===== src/rtl/svp_rot_pkg.sv =====
package svp_rot_pkg;
   typedef enum logic {TRI_LOWER = 1'b0, TRI_UPPER = 1'b1} tri_half_e;

   localparam int NUM_SLOTS = 3;

   function automatic int lvl_width(input int levels);
      return (levels > 2) ? $clog2(levels) : 1;
   endfunction
endpackage


===== src/rtl/svp_lattice_locate.sv =====
module svp_lattice_locate
   import svp_rot_pkg::*;
#(
   parameter int W    = 16,
   parameter int FRAC = 12,
   localparam int IW  = W - FRAC
)(
   input  logic signed [W-1:0]  ref_a,
   input  logic signed [W-1:0]  ref_b,
   output logic signed [IW-1:0] base_a,
   output logic signed [IW-1:0] base_b,
   output logic [FRAC-1:0]      frac_a,
   output logic [FRAC-1:0]      frac_b,
   output tri_half_e            half
);
   localparam logic [FRAC:0] ONE = (FRAC+1)'(2**FRAC);

   logic [FRAC:0] frac_sum;

   // two's complement floor: the integer field is the upper bits
   assign base_a   = ref_a[W-1:FRAC];
   assign base_b   = ref_b[W-1:FRAC];
   assign frac_a   = ref_a[FRAC-1:0];
   assign frac_b   = ref_b[FRAC-1:0];
   assign frac_sum = {1'b0, frac_a} + {1'b0, frac_b};
   assign half     = (frac_sum > ONE) ? TRI_UPPER : TRI_LOWER;
endmodule


===== src/rtl/svp_dwell_calc.sv =====
module svp_dwell_calc
   import svp_rot_pkg::*;
#(
   parameter int FRAC = 12
)(
   input  logic [FRAC-1:0] frac_a,
   input  logic [FRAC-1:0] frac_b,
   input  tri_half_e       half,
   output logic [FRAC:0]   dwell0,
   output logic [FRAC:0]   dwell1,
   output logic [FRAC:0]   dwell2
);
   localparam int DW = FRAC + 3;
   localparam logic signed [DW-1:0] ONE_S = DW'(2**FRAC);

   logic signed [DW-1:0] fa_s, fb_s, raw0, raw1, raw2;

   function automatic logic [FRAC:0] clip(input logic signed [DW-1:0] v);
      if (v < 0)          return '0;
      else if (v > ONE_S) return ONE_S[FRAC:0];
      else                return v[FRAC:0];
   endfunction

   assign fa_s = $signed({3'b000, frac_a});
   assign fb_s = $signed({3'b000, frac_b});

   always_comb begin
      if (half == TRI_UPPER) begin
         raw0 = fa_s + fb_s - ONE_S;   // far corner
         raw1 = ONE_S - fb_s;
         raw2 = ONE_S - fa_s;
      end else begin
         raw0 = ONE_S - fa_s - fb_s;   // base corner
         raw1 = fa_s;
         raw2 = fb_s;
      end
   end

   assign dwell0 = clip(raw0);
   assign dwell1 = clip(raw1);
   assign dwell2 = clip(raw2);
endmodule


===== src/rtl/svp_state_map.sv =====
module svp_state_map #(
   parameter int CW     = 8,
   parameter int LEVELS = 3,
   parameter int LW     = 2
)(
   input  logic signed [CW-1:0] x,
   input  logic signed [CW-1:0] y,
   output logic [3*LW-1:0]      state
);
   localparam logic signed [CW-1:0] TOP = CW'(LEVELS - 1);

   logic signed [CW-1:0] ax, ay, k, lv_a, lv_b, lv_c;

   function automatic logic [LW-1:0] cap(input logic signed [CW-1:0] v);
      if (v < 0)        return '0;
      else if (v > TOP) return TOP[LW-1:0];
      else              return v[LW-1:0];
   endfunction

   always_comb begin
      ax = (x < 0) ? -x : x;
      ay = (y < 0) ? -y : y;
      k  = (ax > ay) ? ax : ay;
      if (x <= 0 && y >= 0) begin
         lv_a = '0;
         lv_b = y;
         lv_c = -x;
      end else begin
         lv_a = k;
         lv_b = k + y;
         lv_c = k - x;
      end
   end

   assign state = {cap(lv_c), cap(lv_b), cap(lv_a)};
endmodule


===== src/rtl/svp_rot_solver.sv =====
module svp_rot_solver
   import svp_rot_pkg::*;
#(
   parameter int W      = 16,
   parameter int FRAC   = 12,
   parameter int LEVELS = 3,
   localparam int LW    = lvl_width(LEVELS)
)(
   input  logic                clk,
   input  logic                rst_n,
   input  logic                in_valid,
   input  logic signed [W-1:0] in_alpha,
   input  logic signed [W-1:0] in_beta,
   output logic                out_valid,
   output logic                out_upper,
   output logic [FRAC:0]       out_dwell0,
   output logic [FRAC:0]       out_dwell1,
   output logic [FRAC:0]       out_dwell2,
   output logic [3*LW-1:0]     out_state0,
   output logic [3*LW-1:0]     out_state1,
   output logic [3*LW-1:0]     out_state2
);
   localparam int IW = W - FRAC;
   localparam int CW = IW + 3;

   if (FRAC < 2) begin : g_bad_frac
      $error("svp_rot_solver: FRAC must be at least 2");
   end
   if (IW < 2) begin : g_bad_width
      $error("svp_rot_solver: W must leave at least 2 integer bits");
   end
   if (LEVELS < 2) begin : g_bad_levels
      $error("svp_rot_solver: LEVELS must be at least 2");
   end

   logic signed [IW-1:0] base_a, base_b;
   logic [FRAC-1:0]      frac_a, frac_b;
   tri_half_e            half;
   logic [FRAC:0]        dw0, dw1, dw2;

   svp_lattice_locate #(.W(W), .FRAC(FRAC)) u_locate (
      .ref_a(in_alpha), .ref_b(in_beta),
      .base_a(base_a), .base_b(base_b),
      .frac_a(frac_a), .frac_b(frac_b),
      .half(half)
   );

   svp_dwell_calc #(.FRAC(FRAC)) u_dwell (
      .frac_a(frac_a), .frac_b(frac_b), .half(half),
      .dwell0(dw0), .dwell1(dw1), .dwell2(dw2)
   );

   // corner coordinates per slot, widened so the +1 never wraps
   logic signed [CW-1:0] bx, by, bx1, by1;
   logic signed [CW-1:0] cx [NUM_SLOTS];
   logic signed [CW-1:0] cy [NUM_SLOTS];
   logic [3*LW-1:0]      st [NUM_SLOTS];

   assign bx  = {{3{base_a[IW-1]}}, base_a};
   assign by  = {{3{base_b[IW-1]}}, base_b};
   assign bx1 = bx + CW'(1);
   assign by1 = by + CW'(1);

   always_comb begin
      cx[0] = (half == TRI_UPPER) ? bx1 : bx;
      cy[0] = (half == TRI_UPPER) ? by1 : by;
      cx[1] = bx1;
      cy[1] = by;
      cx[2] = bx;
      cy[2] = by1;
   end

   for (genvar s = 0; s < NUM_SLOTS; s++) begin : g_slot
      svp_state_map #(.CW(CW), .LEVELS(LEVELS), .LW(LW)) u_map (
         .x(cx[s]), .y(cy[s]), .state(st[s])
      );
   end

   always_ff @(posedge clk or negedge rst_n) begin
      if (!rst_n) begin
         out_valid  <= 1'b0;
         out_upper  <= 1'b0;
         out_dwell0 <= '0;
         out_dwell1 <= '0;
         out_dwell2 <= '0;
         out_state0 <= '0;
         out_state1 <= '0;
         out_state2 <= '0;
      end else begin
         out_valid <= in_valid;
         if (in_valid) begin
            out_upper  <= (half == TRI_UPPER);
            out_dwell0 <= dw0;
            out_dwell1 <= dw1;
            out_dwell2 <= dw2;
            out_state0 <= st[0];
            out_state1 <= st[1];
            out_state2 <= st[2];
         end
      end
   end
endmodule


===== config.mk =====
export PLATFORM = sky130hd
export DESIGN_NAME = svp_rot_solver
export DESIGN_NICKNAME = d
export VERILOG_FILES = /design/src/rtl/svp_rot_pkg.sv /design/src/rtl/svp_lattice_locate.sv /design/src/rtl/svp_dwell_calc.sv /design/src/rtl/svp_state_map.sv /design/src/rtl/svp_rot_solver.sv
export SDC_FILE = /design/constraint.sdc
export NUM_CORES = 1
export LEC_CHECK = 0
export BUFFER_PORTS_ARGS = -buffer_cell sky130_fd_sc_hd__buf_2
export CAP_MARGIN = 15
export CORE_MARGIN = 2
export CORE_UTILIZATION = 55
export CTS_BUF_LIST = sky130_fd_sc_hd__clkbuf_16
export CTS_CLUSTER_DIAMETER = 50
export DETAILED_ROUTE_END_ITERATION = 16
export GPL_ROUTABILITY_DRIVEN = 0
export MAX_ROUTING_LAYER = met4
export PLACE_DENSITY = 0.8
export SYNTH_ARGS = -nofsm -noshare
export SYNTH_HDL_FRONTEND = slang
export SYNTH_SLANG_ARGS = --single-unit

===== constraint.sdc =====
create_clock -name clk -period 2 [get_ports clk]
set_clock_uncertainty 0.2 [all_clocks]
set_input_delay 0.2 -clock clk [delete_from_list [all_inputs] [get_ports clk]]
set_output_delay 0.2 -clock clk [all_outputs]
set_load 0.005 [all_outputs]

==> flow_summary.toml, run 1 <==
[die]
die_x_um = 122
io_pins = 94
die_y_um = 122
rows = 43
start_util_pct = 55.8

[placed_design]
hpwl_um = 22900
pre_cts_ws_ns = -4.89
portBuffers = 93
post_dp_cell_area_um2 = 11100

[cts]
root_buffer = "clkbuf_16"
cts_sinks = 59
numCtsBuffers = 9
clockBufferDepth = 2
h-tree-depth = 3

[logic_synthesis]
ys_ff_latch = 59
yosys-top-cells-area = "dfrtp_1 (19%), ha_1 (16%), xnor2_1 (7.2%)"
syn_inst = 941
ys_seq_area_share_pct = 19.3
ys.flop_type = "dfrtp_1"
synth_xor_xnor_area_share_pct = 9.71
synthAdderAreaFrac_pct = 18.3
synth_top_family_by_area = "compound AO/OA/AOI/OAI gates"
syn_area_um2 = 7650
netlist.area_leader.share_pct = 19.3
synth_simple_gate_area_share_pct = 18.8
synth_top_cell_by_area = "dfrtp_1"
synth.distinct_cells = 77
synth-edff-count = 0
synth_warnings = 0
synth_compound_area_share_pct = 22.7
avgSynthCellArea_um2 = 8.13
muxShareOfSynthArea_pct = 5.48
ys_async_sr_fraction_pct = 100

[run_status]
status = "stopped before the end"
stop_error = "[ERROR GRT-0116] Global routing finished with congestion. Check the congestion regions in the DRC Viewer."
stop_stage = "global routing (5_1_grt)"

[global_routing]
grt_use_total_pct = 89.3
grt_pass1_wl_um = 99200
grt_pass1_vias = 15100
overflow = 333
grt_max_degree = 45
[logic make-up after synthesis]
group                    count (synthesis)
AO/OA/AOI/OAI                          238
multiplexers                            39
XOR/XNOR                                84
AND/OR/NAND/NOR                        302
adder cells (fa/ha/maj)                107
flip-flops                              59
other                                    1
buffers and inverters                  111
[stage by stage]
step / util [%] / hold slack [ns] / cells
floorplan: - / -0.296 / 949
global placement: 80.8 / -0.0661 / 1504
detailed placement: 80.8 / -0.0674 / 1504
CTS: 96.6 / 0.0768 / 1636
[cells in the mapped netlist (all sizes together), types with 7 or more instances]
cell,n
a21boi,9
and2,7
a21oi,54
dfrtp,59
fa,8
nand4,17
xor2,20
ha,99
nor2,88
o22ai,11
o21ai,46
xnor2,64
inv,77
buf,13
nand2b,18
mux2,7
nand3,16
and3,7
nand2,82
a21o,17
o21a,17
o2bb2ai,15
a2111oi,11
clkbuf,19
nor2b,23
mux2i,32
nor3,23
[timing repair]
action                     in CTS
cloned                          1
setup endpoints to repair      58
hold buffers                    1
pin swaps                     107
hold endpoints to repair       59
gates resized for setup       216
setup buffers                 142
[layer usage]
layer / track usage, % / overflow
met3: 72.2 / 7
met4: 97.3 / 118
met2: 104 / 205
met5: - / -
met1: 84.5 / 3
==> run 2, diff against run 1 <==
Settings changed: CORE_UTILIZATION 55 to 40, CTS_BUF_LIST sky130_fd_sc_hd__clkbuf_16 to not set, CTS_CLUSTER_DIAMETER 50 to not set, MAX_ROUTING_LAYER met4 to not set, PLACE_DENSITY 0.8 to not set, PLACE_DENSITY_LB_ADDON set to 0.15.
==> flow_summary.toml, run 2 <==
[run_status]
status = "finished with violations"
violations = "negative setup slack"

[worst_setup_path]
critPathKind = "in -> reg"
worst_path_max_delay_cell = "a2111oi_2"
path_max_fanout = 6
slowest_delay_ns = 0.40
critPathMostFrequentCell = "o21ai_2"
critPathLaunchType = "input port"
rrSetupSlack_ns = 0.93
crit_arrival_ns = 6.22
critPathRequiredTime_ns = 2.09
cp-end-kind = "register"

[die]
dieArea_um2 = 20300
rows = 50
die_y_um = 142
start_util_pct = 40.8
die_x_um = 142
io_pins = 94
core_um2 = 18800

[route]
drt-pass1-iter-count = 7
drcViolationCount = 0
vias = 8916
drtIter0Drc = 399
viasPerCell = 5.35
wl_um = 29300
wl_per_cell_um = 17.6
ant_nets = 0

[sta]
slew_headroom_pct = 53.1
layout_min_cycle_time_ns = 6.13
post-route-period-util_pct = 307
finalSetupViolCount = 58
worst_pin_slew_ns = 0.696
fmax_mhz = 163
hold_slack_ns = 0.109
setup_ws_ns = -4.13
maxSlewViolCount = 0
finalHoldViolCount = 0
grt_setup_unrepaired = "true"

[global_routing]
overflow = 0
grt_pass1_wl_um = 45500
grt_pass1_vias = 8954
grt_max_degree = 60
grt_use_total_pct = 28.6
antenna_found_initial = 0

[final_layout]
antennaDiodeCount = 0
largestRegisters = "out_dwell0 (13), out_dwell1 (13), out_dwell2 (13)"
layout_commonest_cell = "buf_4"
drive_above_1_share_pct = 51.1
final_nets = 1569
final_cell_mix = "buf_4 (350), nor2_1 (83), buf_2 (81)"
n_fill_cell = 1394
area_growth_pct = 74.4

[power_and_ir_drop]
ir_drop_v = 0.000400
power.internal_mw = 5.09
p_per_area_nw_per_um2 = 623
p_leak_nw = 6.40
p_seq_share_pct = 17.8
clockPowerShare_pct = 18.2
swShare_pct = 38.8
pwr-share-comb_pct = 64.0
switchingPower_mw = 3.23
power_mw = 8.32

[logic_synthesis]
synth.distinct_cells = 77
synth-edff-count = 0
ys_async_sr_fraction_pct = 100
avgSynthCellArea_um2 = 8.13
netlist.area_leader.share_pct = 19.3
synth_warnings = 0
ys.flop_type = "dfrtp_1"
synth_common_cells = "ha_1 (99), nor2_1 (88), nand2_1 (82)"
yosys-top-cells-area = "dfrtp_1 (19%), ha_1 (16%), xnor2_1 (7.2%)"
synth_top_cell_by_area = "dfrtp_1"
ys_seq_area_share_pct = 19.3
syn_area_um2 = 7650
syn_inst = 941
ys_ff_latch = 59
yosysMostFrequentCell = "ha_1"

[cts]
h-tree-depth = 3
numCtsBuffers = 9
cts_sinks = 59
root_buffer = "clkbuf_16"
clk_pin_slew_ns = 0.07
cts_tree = "built"
clk_latency_ns = 0.34
clockBufferDepth = 2

[worst_hold_path]
hp-class = "in -> reg"

[placed_design]
portBuffers = 93
pre_cts_ws_ns = -4.68
hpwl_um = 20100

[job]
cap_viol_max_count = 0
## run 2: cell counts after synthesis
Identical to the previous run, type by type.
## run 2: worst max-delay path, delay by kind of cell
kind,cells,cell delay [ns]
adder cells (fa/ha/maj),5,1.42
XOR/XNOR,3,0.37
buffers and inverters,5,0.49
AO/OA/AOI/OAI,15,2.74
multiplexers,1,0.19
AND/OR/NAND/NOR,6,0.80
## run 2: per-layer routing
metal | part of all wire (%) | global-route usage [%] | wire, µm | vias to the layer above
li1 | - | - | - | 4331
met1 | 40 | 32.7 | 11800 | 4273
met2 | 52 | 53.0 | 15100 | 228
met3 | 3.2 | 3.84 | 936 | 84
met4 | 4.9 | 12.6 | 1440 | 0
met5 | 0 | 0 | 0 | -
## run 2: path summary, 6_finish.rpt
kind | startpoint | to | cells after the start
max in group asynchronous | rst_n | out_state2[1] | 3
setup reg to reg | out_dwell0[6] | out_dwell0[6] | 2
hold reg to reg | out_dwell1[7] | out_dwell1[7] | 1
min in group asynchronous | rst_n | out_dwell0[10] | 3
hold / removal | in_beta[5] | out_dwell2[5] | 4
setup / recovery | in_alpha[1] | out_state0[4] | 35
## run 2: cells by family after synthesis
logic type | after synthesis | share of synthesized area (%)
simple gates | 302 | 18.8
mux | 39 | 5.48
buf+inv | 111 | 5.77
flops | 59 | 19.3
xor+xnor | 84 | 9.71
fa+ha+maj | 107 | 18.3
compound gates | 238 | 22.7
other cells | 1 | 0.0490
## run 2: what timing repair did
item | 4_1_cts | 5_1_grt
gates cloned | 1 | 2
pin swaps | 104 | 60
resized for setup | 178 | 85
endpoints found under the hold margin | 59 | 0
hold buffers | 1 | 0
endpoints found under the setup margin | 58 | 58
buffers inserted | 95 | 30
## run 2: cell type report
class	count	area, µm²	area share [%]
multi-input cells	779	7040	52.8
well taps	234	293	2.19
repair buffers	499	3900	29.2
inverters	79	355	2.66
flip-flops and latches	59	1480	11.1
clock buffers	9	225	1.69
clock inverters	7	52.6	0.394
## run 2: power by group through the flow
stage / combinational, mW / clock [mW] / sequential [mW]
after floorplan: 2.26 / 0 / 1.50
after global placement: 3.94 / 0 / 1.50
after detailed placement: 3.99 / 0 / 1.50
after CTS: 4.91 / 1.54 / 1.48
after global routing: 5.72 / 1.58 / 1.51
final: 5.32 / 1.51 / 1.48
## run 2: stage by stage
step                setup TNS, ns  std cells  area [µm²]  utilization (%)
floorplan                  -93.24        949        8260                -
global placement          -122.85       1551       11100             59.2
detailed placement        -127.15       1551       11100             59.2
CTS                       -108.61       1652       12900             68.5
global route              -114.27       1666       13300             71.1
finish                    -105.54       1666       13300             71.1
Note: power is estimated with default switching activity, not from simulation.
